### config.mk
export PLATFORM = sky130hd
export DESIGN_NAME = lru6_sel
export DESIGN_NICKNAME = d
export VERILOG_FILES = /design/src/rtl/lru6_pkg.sv /design/src/rtl/lru6_update.sv /design/src/rtl/lru6_victim.sv /design/src/rtl/lru6_sel.sv
export SDC_FILE = /design/constraint.sdc
export NUM_CORES = 1
export LEC_CHECK = 0
export BUFFER_PORTS_ARGS = -buffer_cell sky130_fd_sc_hd__buf_2
export CAP_MARGIN = 20
export CORE_AREA = 2 2 39 41
export CTS_BUF_LIST = sky130_fd_sc_hd__clkbuf_8
export DETAILED_ROUTE_END_ITERATION = 8
export DIE_AREA = 0 0 41 43
export PLACE_DENSITY = 0.67
export SLEW_MARGIN = 0
export SYNTH_ARGS = -nofsm -noshare
export SYNTH_HDL_FRONTEND = slang
export SYNTH_SLANG_ARGS = --single-unit
### constraint.sdc
create_clock -name clk -period 0.8 [get_ports clk]
set_input_delay 0.08 -clock clk [delete_from_list [all_inputs] [get_ports clk]]
set_output_delay 0.08 -clock clk [all_outputs]
set_load 0.01 [all_outputs]
### src/rtl/lru6_pkg.sv
package lru6_pkg;
  localparam int NWAYS  = 4;
  localparam int WAYW   = $clog2(NWAYS);
  localparam int NPAIRS = NWAYS * (NWAYS - 1) / 2;

  typedef logic [WAYW-1:0]   way_t;
  typedef logic [NPAIRS-1:0] age_t;

  // Index of the bit that orders ways a < b; bit = 1 means a is more recent.
  function automatic int pair_idx(input int a, input int b);
    return a * (2 * NWAYS - a - 1) / 2 + (b - a - 1);
  endfunction
endpackage

### src/rtl/lru6_update.sv
module lru6_update
  import lru6_pkg::*;
(
  input  age_t cur,
  input  way_t way,
  output age_t nxt
);
  for (genvar a = 0; a < NWAYS; a++) begin : g_lo
    for (genvar b = a + 1; b < NWAYS; b++) begin : g_hi
      localparam int K = pair_idx(a, b);
      always_comb begin
        if (way == way_t'(a))      nxt[K] = 1'b1;
        else if (way == way_t'(b)) nxt[K] = 1'b0;
        else                       nxt[K] = cur[K];
      end
    end
  end
endmodule

### src/rtl/lru6_victim.sv
module lru6_victim
  import lru6_pkg::*;
#(
  parameter int FIRST_LOCKABLE = 2
)(
  input  age_t                    age,
  input  logic [NWAYS-1:0]        lock,
  output way_t                    victim
);
  logic [NWAYS-1:0] elig;
  logic [NWAYS-1:0] oldest;

  for (genvar v = 0; v < NWAYS; v++) begin : g_way
    if (v < FIRST_LOCKABLE) begin : g_fixed
      assign elig[v] = 1'b1;
    end else begin : g_lockable
      assign elig[v] = ~lock[v];
    end

    always_comb begin
      oldest[v] = elig[v];
      for (int u = 0; u < NWAYS; u++) begin
        if (u != v && elig[u]) begin
          if (u > v) begin
            if (age[pair_idx(v, u)]) oldest[v] = 1'b0;
          end else begin
            if (!age[pair_idx(u, v)]) oldest[v] = 1'b0;
          end
        end
      end
    end
  end

  always_comb begin
    victim = '0;
    for (int v = NWAYS - 1; v >= 0; v--) begin
      if (oldest[v]) victim = way_t'(v);
    end
  end
endmodule

### src/rtl/lru6_sel.sv
module lru6_sel
  import lru6_pkg::*;
(
  input  logic       clk,
  input  logic       rst_n,
  input  logic       req_valid,
  input  logic       req_miss,
  input  logic [1:0] req_way,
  input  logic [5:0] state_in,
  input  logic       lock_w2,
  input  logic       lock_w3,
  output logic       rsp_valid,
  output logic [5:0] state_out,
  output logic [1:0] victim_out
);
  logic       rst_meta, rst_q;
  logic [NWAYS-1:0] lock_vec;
  way_t victim_c, upd_way;
  age_t state_c;
  age_t state_d;
  way_t victim_d;
  logic valid_d;

  always_ff @(posedge clk or negedge rst_n) begin
    if (!rst_n) begin
      rst_meta <= 1'b0;
      rst_q    <= 1'b0;
    end else begin
      rst_meta <= 1'b1;
      rst_q    <= rst_meta;
    end
  end

  assign lock_vec = {lock_w3, lock_w2, 2'b00};

  lru6_victim u_victim (
    .age    (state_in),
    .lock   (lock_vec),
    .victim (victim_c)
  );

  assign upd_way = req_miss ? victim_c : req_way;

  lru6_update u_update (
    .cur (state_in),
    .way (upd_way),
    .nxt (state_c)
  );

  always_comb begin
    valid_d  = req_valid;
    state_d  = state_out;
    victim_d = victim_out;
    if (req_valid) begin
      state_d  = state_c;
      victim_d = victim_c;
    end
  end

  always_ff @(posedge clk or negedge rst_q) begin
    if (!rst_q) begin
      rsp_valid  <= 1'b0;
      state_out  <= '0;
      victim_out <= '0;
    end else begin
      rsp_valid  <= valid_d;
      state_out  <= state_d;
      victim_out <= victim_d;
    end
  end
endmodule

-- Word-level counts from Yosys, hierarchy flattened
Index checks and enable logic that the tools add are counted.
Widths: inputs -> output; s select.
- equal/unequal tests: 3
- mux-type cells: 35
- bitwise operators: 2
- reduce and logical (&&, ||, !) cells: 1
- operators by type and width (kind ; count):
    $mux 1 ; 30
    $mux 2 ; 5
    $eq 2x2->1 const B ; 2
    $eq 2x1->1 const B ; 1
    $logic_not 2->1 ; 1
    $not 1->1 ; 2
- flip-flop bits (word level): 11
- bits of input ports: 14
- output and inout port bits: 9
- logic and storage cells: 46

-- Longest topological paths before layout
Gate-level depths: netlist of run 1.
- depth after elaboration: 13
- mapped depth: 6
- depth with buffers taken out: 5

-- Modules after synthesis
A second synthesis of run 1 with hierarchy kept.
- cells, all modules: 43
- area, all modules: 576.8 um^2
- by module, submodules not included (module ; instances ; cells each ; area an instance (um^2) ; sequential area each (um^2)):
    lru6_sel ; 1 ; 24 ; 436.7 ; 275.3
    lru6_update ; 1 ; 10 ; 73.8 ; 0.0
    lru6_victim ; 1 ; 9 ; 66.3 ; 0.0

-- Least setup slack after synthesis of run 1
No wires, ideal clock.
- path type: in2reg
- start point: input port state_in[5]
- end point: register state_out[3]
- setup time: 0.121 ns
- arrival time: 0.994 ns
- required time: 0.679 ns
- slack: -0.315 ns
- stages: 6
- buffers on the path: 1
- path through: or2_4 > a32oi_2 > a21o_1 > buf_6 > a21oi_1 > a22o_1
- longest elaborated chain between the ends: 10
- elaborated cells between the ends (all ways): 13
- classes of those cells: 2 x eq/ne; 11 x mux
- RTL lines (what ; line ; RTL):
    start, declared ; lru6_sel.sv:9 ; input logic [5:0] state_in,
    $mux 1 ; lru6_victim.sv:27 ; if (!age[pair_idx(u, v)]) oldest[v] = 1'b0;
    $mux 1 ; lru6_victim.sv:23 ; if (u != v && elig[u]) begin
    $mux 2 ; lru6_victim.sv:37 ; if (oldest[v]) victim = way_t'(v);
    $mux 2 (*) (3 in series) ; lru6_victim.sv:37 ;
    $mux 2 (*) ; lru6_sel.sv:42 ; assign upd_way = req_miss ? victim_c : req_way;
    $eq 2x2->1 ; lru6_update.sv:13 ; else if (way == way_t'(b)) nxt[K] = 1'b0;
    $mux 1 ; lru6_update.sv:13 ;
    $mux 1 (*) ; lru6_update.sv:12 ; if (way == way_t'(a)) nxt[K] = 1'b1;
    end signal, assigned ; lru6_sel.sv:67 ; state_out <= state_d;
    end, declared ; lru6_sel.sv:13 ; output logic [5:0] state_out,
Every way passes the cells marked *; elsewhere a longest branch is shown, timed or not.
A chain may end at the register's enable or synchronous reset.

-- Final worst setup path of run 1
- start point: input port state_in[5]
- end point: register state_out[4]
Same word-level chain as after synthesis.

==> results of run 1 <==
## logic make-up (layout without fill, tap and decap cells)
kind of cell | Yosys count | count (layout)
AND/OR/NAND/NOR | 14 | 14
multiplexers | 4 | 4
buffers and inverters | 3 | 42
other | 1 | 1
AO/OA/AOI/OAI | 17 | 17
flip-flops | 11 | 11
## repair_timing
| item | in CTS | in global routing |
|---|---|---|
| hold buffers | 1 | 0 |
| gates cloned | 0 | 0 |
| pin swaps | 4 | 2 |
| hold endpoints to repair | 2 | 0 |
| endpoints found under the setup margin | 15 | 17 |
| gates resized for setup | 9 | 6 |
| buffers inserted | 7 | 0 |
## worst max-delay path, delay by kind of cell
| kind | cells | cell delay [ns] |
|---|---|---|
| AOI/OAI and AO/OA | 3 | 0.49 |
| and+or+nand+nor | 1 | 0.25 |
| muxes | 1 | 0.23 |
| buffers and inverters | 1 | 0.09 |
## cells in the final DEF, fill, tap and decap left out, types with 2 or more instances in the layout
master / count
buf_2: 16
buf_4: 13
dfrtp_1: 11
buf_6: 7
o21ai_1: 5
nor2_1: 4
mux2i_1: 4
nand2_1: 4
a21oi_1: 3
clkbuf_8: 3
nand2b_1: 2
a21oi_2: 2
inv_1: 2
a21o_4: 2
## state kept, by name, summed over array words and instances, names as in the netlist
signal      cells
state_out       6
victim_out      2
rsp_valid       1
rst_meta        1
rst_q           1
## cell type report
cell class / instances / area share, %
timing repair buffer: 37 / 29.8
sequential: 11 / 30.8
tap: 16 / 2.24
clock buffer: 3 / 4.62
clock inverter: 1 / 0.420
multi-input combinational: 36 / 31.7
inverter: 1 / 0.420
## through the flow
stage                     total power, uW  cell area (um2)
after global placement                961              709
after CTS                            1580              868
final                                1590              895
after floorplan                       821              534
after detailed placement              966              709
after global routing                 1680              895
## where the power goes
part           internal [uW]  leakage (uW)  switching [uW]  total, uW
Combinational            236      0.000287             179        415
Sequential               616      0.000132            34.6        650
Clock                    335     0.0000269             189        524
## cells in the mapped netlist
cell       count
a21o_2         1
a21o_1         1
dfrtp_1       11
or2_4          1
conb_1         1
nor2b_1        1
nand2_1        4
buf_6          1
mux2i_1        4
clkbuf_1       1
and3b_1        1
o2bb2ai_1      1
nor2_1         4
a21oi_1        5
o21ai_1        5
o21bai_1       1
nand2b_1       3
a32oi_2        2
a22o_1         1
inv_1          1
## per-layer routing
metal	track usage, %	up-vias	wire length (um)
met5	0	-	0
met4	4.00	0	0
met3	8.38	0	73
met2	28.4	13	658
li1	-	252	-
met1	21.1	249	549
## path summary, 6_finish.rpt
path                                     from             to  slack [ns]  cells past startpoint
worst max-delay path              state_in[5]   state_out[4]       -0.23                      6
worst min-delay path                req_valid      rsp_valid        0.11                      2
worst max register to register  victim_out[1]  victim_out[1]        0.06                      3
worst min register to register          rst_q   state_out[1]        0.14                      0
max in group asynchronous               rst_q  victim_out[0]        0.40                      0
min in group asynchronous               rst_q   state_out[1]        0.14                      0
==> results by group, run 1 <==
Outcome
  • Status: complete, but fails checks
  • Failing checks: setup timing

Routing
  • DRC viols: 0
  • Final wirelength: 1280 um
  • Vias: 514
  • Drt first-iter violations: 6
  • Vias per inst: 4.90
  • First-pass DRT Iterations: 4
  • DRT antenna net count: 0
  • DR WL/cell: 12.2 um

Synthesis
  • Adder-cell share of the synthesized area: 0%
  • Warning count from the yosys run: 0
  • Post-synthesis register bit count: 11
  • Post-synth cell types: 20
  • Main combinational cell family by area after synthesis: compound AO/OA/AOI/OAI gates
  • Post-Synth Simple-Gate Area: 13.6%
  • XOR/XNOR Fraction of Synth Area: 0%
  • Register area share after synthesis: 51.5%
  • Cell taking the most area after synthesis: dfrtp_1
  • Syn_nets: 64
  • Top cell type's share of synthesized area: 51.5%
  • Cells after Synth: 50
  • Mux contribution to synthesized area: 7.49%
  • Post-Syn Area: 534 um2
  • Synth Area in Compound Gates: 23.2%
  • Syn Area/Cell: 10.7 um2
  • Ranking of synthesized cells by area: dfrtp_1 (52%), mux2i_1 (7.5%), a32oi_2 (6.1%), a21oi_1 (4.7%), o21ai_1 (4.7%)

STA
  • RSZ-0062 raised after global routing: true
  • Hold WS: 0.106 ns
  • Peak Freq: 0.970 GHz
  • Setup TNS: -1.26 ns
  • Final worst slack: -0.231 ns
  • Worst Skew: 0.00559 ns
  • # setup viols final: 15
  • Min cycle time layout: 1.03 ns
  • Slew Viols, Final: 0
  • Number of failing hold endpoints at the final stage: 0
  • Period utilisation layout: 129%

Layout
  • Register area: 275 um2
  • Final core utilization: 64.6%
  • Nets: 104
  • Ant diodes: 0
  • Number of fillers in the final layout: 124
  • Share of layout cells above drive strength 1: 55.1%
  • Final std cells w/o fill: 105
  • Area delta synth->final: 67.4%
  • Area of the multi-input gates: 284 um2

Clock tree
  • Clk_lat worst skew: 0.23 ns
  • Clock Path Buffers: 2
  • CTS Buf Count: 3
  • CTS tree: yes
  • Worst-path clk slew: 0.05 ns
  • Clk sinks: 11
  • Clock root cell: clkbuf_8
  • # H-tree levels: 1

Setup path
  • CP required: 0.92 ns
  • CP Cell Sequence: buf_6 -> or2_4 -> a32oi_2 -> a21o_4 -> mux2i_1 -> o21ai_1
  • Worst setup SP type: input pin
  • CP max FO: 8
  • Crit path arrival time: 1.15 ns
  • Crit end category: flip-flop
  • Slowest cell on crit path: or2_4
  • CP peak stage delay: 0.25 ns
  • Worst setup path category: input pin to flip-flop

Flow run
  • Max-cap viol count: 0

Placement
  • Gpl congestion: 0.767
  • Buffers on Ports: 22
  • Post-DP HPWL: 915 um
  • Pre-CTS setup slack: -0.524 ns
  • Placed Cells: 94

GRT
  • Largest net degree at the start of global routing: 10
  • Vias in the first global route: 514
  • Number of antenna violations at the first check in global routing: 0
  • Global route total overflow: 0
  • Total track usage: 17.9%
  • First-pass GRT wire length: 2080 um

Floorplanning
  • Initial cell density of the core: 38.6%
  • Die width: 41 um
  • Die area: 1760 um2
  • Row cnt: 14
  • Ports: 23
  • Die H: 43 um
  • Core area: 1380 um2

Pwr
  • Pwr Density: 1780 nW/um2
  • Max IR drop VDD: 0.00180 V
  • Static Leakage: 0.000446 uW

Hold path
  • Hold Path Class: input pin to flip-flop
No activity file was read; power rests on OpenSTA's default activity.
==> inputs of run 2 (changes only) <==
--- a/config.mk
+++ b/config.mk
@@ -11,7 +11,7 @@
 export CTS_BUF_LIST = sky130_fd_sc_hd__clkbuf_8
 export DETAILED_ROUTE_END_ITERATION = 8
 export DIE_AREA = 0 0 41 43
-export PLACE_DENSITY = 0.67
+export PLACE_DENSITY = 0.74
 export SLEW_MARGIN = 0
 export SYNTH_ARGS = -nofsm -noshare
 export SYNTH_HDL_FRONTEND = slang
==> run 2 against run 1 <==
Effect of this change:
- the run still ends with setup timing left
- setup slack lost 0.011 ns
- via count is the same
- hold slack gained 0.0070 ns
- clock power grew 2%
- first-iteration DRC count grew 33%
- core utilization grew 1.6 points
- non-clock buffer count is the same
- sequential cell count is the same
- clock-buffer cell count is the same
==> results by group, run 2 (synthesis gave the netlist of run 1 again) <==
Placement
  • Placed Cells: 96 (+2.1%)
  • Placed inst area: 724 um2 (+2.1%)
  • Post-DP HPWL: 925 um (+1.1%)
  • Pre-CTS setup slack: -0.563 ns (-0.0395 ns)
  • Buffers on Ports: 22 (unchanged)
  • Gpl congestion: 0.715 (-6.7%)

STA
  • # setup viols final: 15 (unchanged)
  • Peak Freq: 0.960 GHz (-1.0%)
  • Period utilisation layout: 130% (+1.3 points)
  • Final worst slack: -0.242 ns (-0.0106 ns)
  • Number of failing hold endpoints at the final stage: 0 (unchanged)
  • Slew Viols, Final: 0 (unchanged)
  • Setup TNS: -1.30 ns (-0.0362 ns)
  • Worst Skew: 0.00436 ns (-0.00123 ns)
  • Min cycle time layout: 1.04 ns (+0.0106 ns)
  • RSZ-0062 raised after global routing: true

Setup path
  • Crit path arrival time: 1.16 ns (about the same)
  • Worst setup path category: input pin to flip-flop
  • CP max FO: 5 (-3)
  • Launch point of the worst path: lock_w2
  • CP required: 0.91 ns (about the same)
  • WP depth: 6 (unchanged)
  • CP bufs+invs: 1 (unchanged)
  • Worst setup SP type: input pin
  • Slowest cell on crit path: or2_4
  • Reg-to-Reg Start: state_out[3]
  • Crit end category: flip-flop
  • CP Cell Sequence: buf_6 -> or2_4 -> a32oi_4 -> a21o_4 -> mux2i_1 -> o21ai_1
  • Family with the most delay on the worst path: compound AO/OA/AOI/OAI gates
  • CP peak stage delay: 0.26 ns (about the same)
  • Reg2reg path depth: 1 (-2)

Outcome
  • Failing checks: setup timing
  • Status: complete, but fails checks

Layout
  • Commonest non-fill, non-tap cell in the layout: buf_2
  • Ant diodes: 0 (unchanged)
  • Register area: 275 um2 (unchanged)
  • Final core utilization: 66.3% (+1.6 points)
  • Nets: 104 (unchanged)
  • Regs by FF count: state_out: 6 flops, victim_out: 2 flops
  • Area delta synth->final: 71.7%
  • Share of layout cells above drive strength 1: 56.2% (+1.1 points)
  • Most frequent cells in the layout: buf_2 (15), buf_4 (13), dfrtp_1 (11)
  • Number of fillers in the final layout: 123 (-0.81%)
  • Area of the multi-input gates: 300 um2 (+5.7%)
  • Post-route cell area: 917 um2 (+2.5%)
  • Final std cells w/o fill: 105 (unchanged)
  • Max FFs per register: 6 (unchanged)
  • Top reg by flops: state_out

Clock tree
  • Clock Path Buffers: 2 (unchanged)
  • Worst-path clk slew: 0.05 ns (about the same)
  • Clk sinks: 11 (unchanged)
  • # H-tree levels: 1 (unchanged)
  • Clock root cell: clkbuf_8
  • Clk_lat worst skew: 0.23 ns (about the same)
  • CTS tree: yes
  • CTS Buf Count: 3 (unchanged)

Pwr
  • Switching power: 420 uW (+4.2%)
  • Clock power frac: 33.0% (about the same)
  • Internal power: 1200 uW (+0.76%)
  • Register share of total power: 40.2% (-0.7 points)
  • Static Leakage: 0.000455 uW (+2.0%)
  • Share of total power in combinational logic: 26.8% (+0.7 points)
  • Sw Share: 26.0% (+0.64 points)
  • Pwr Density: 1760 nW/um2 (-0.86%)
  • Max IR drop VDD: 0.00146 V (-19%)

GRT
  • Vias in the first global route: 506 (-1.6%)
  • Number of antenna violations at the first check in global routing: 0 (unchanged)
  • Largest net degree at the start of global routing: 10 (unchanged)
  • Global route total overflow: 0 (unchanged)
  • Total track usage: 17.9% (unchanged)
  • First-pass GRT wire length: 2150 um (+3.7%)

Routing
  • DRC viols: 0 (unchanged)
  • Vias per inst: 4.90 (unchanged)
  • Vias: 514 (unchanged)
  • DRT antenna net count: 0 (unchanged)
  • DR WL/cell: 12.9 um (+5.5%)
  • Drt first-iter violations: 8 (+2)
  • First-pass DRT Iterations: 4 (unchanged)
  • Final wirelength: 1350 um (+5.5%)

Hold path
  • Worst Hold Depth: 2 (unchanged)
  • Hold Crit Start: req_valid
  • Hold Path Class: input pin to flip-flop

Floorplanning
  • Die width: 41 um (unchanged)
  • Die area: 1760 um2 (unchanged)
  • Ports: 23 (unchanged)
  • Core area: 1380 um2 (unchanged)
  • Die H: 43 um (unchanged)
  • Initial cell density of the core: 38.6% (unchanged)
  • Row cnt: 14 (unchanged)

Flow run
  • Max-cap viol count: 0 (unchanged)
-- run 2: cell counts in the layout (fill, tap and decap cells not counted) --
No cell type changed its count.
-- run 2: cell type report --
class | instances | share of cell area (%)
multi-input cells | 36 | 32.7
flip-flops and latches | 11 | 30.0
repair buffers | 37 | 29.7
clock buffers | 3 | 4.50
well taps | 16 | 2.18
clock inverters | 1 | 0.409
inverters | 1 | 0.409
-- run 2: power by group through the flow --
stage	sequential, uW	clock [uW]	combinational [uW]
after detailed placement	659	0	316
after CTS	649	540	389
after floorplan	683	0	138
after global routing	660	567	472
final	650	533	433
after global placement	656	0	309
-- run 2: path summary, 6_finish.rpt --
check	endpoint	slack, ns
max reg2reg	state_out[3]	0.06
max	state_out[0]	-0.24
min reg2reg	victim_out[0]	0.14
max in group asynchronous	state_out[4]	0.40
min in group asynchronous	victim_out[0]	0.14
min	rsp_valid	0.11
-- run 2: metal layers --
metal / global-route usage (%) / wire, um
met1: 22.1 / 589
met2: 29.4 / 701
met3: 5.24 / 60
met4: 4.00 / 0
met5: 0 / 0
-- run 2: repair_timing --
action / 4_1_cts / 5_1_grt
buffers inserted: 5 / 2
pin swaps: 8 / 5
endpoints found under the setup margin: 15 / 17
endpoints found under the hold margin: 2 / 0
hold buffers: 1 / 0
resized for setup: 11 / 9
cloned: 0 / 0
-- run 2: through the flow --
step / power [uW] / hold slack, ns
after floorplan: 821 / -0.216
after global placement: 965 / -0.135
after detailed placement: 975 / -0.134
after CTS: 1580 / 0.107
after global routing: 1700 / 0.132
final: 1620 / 0.113
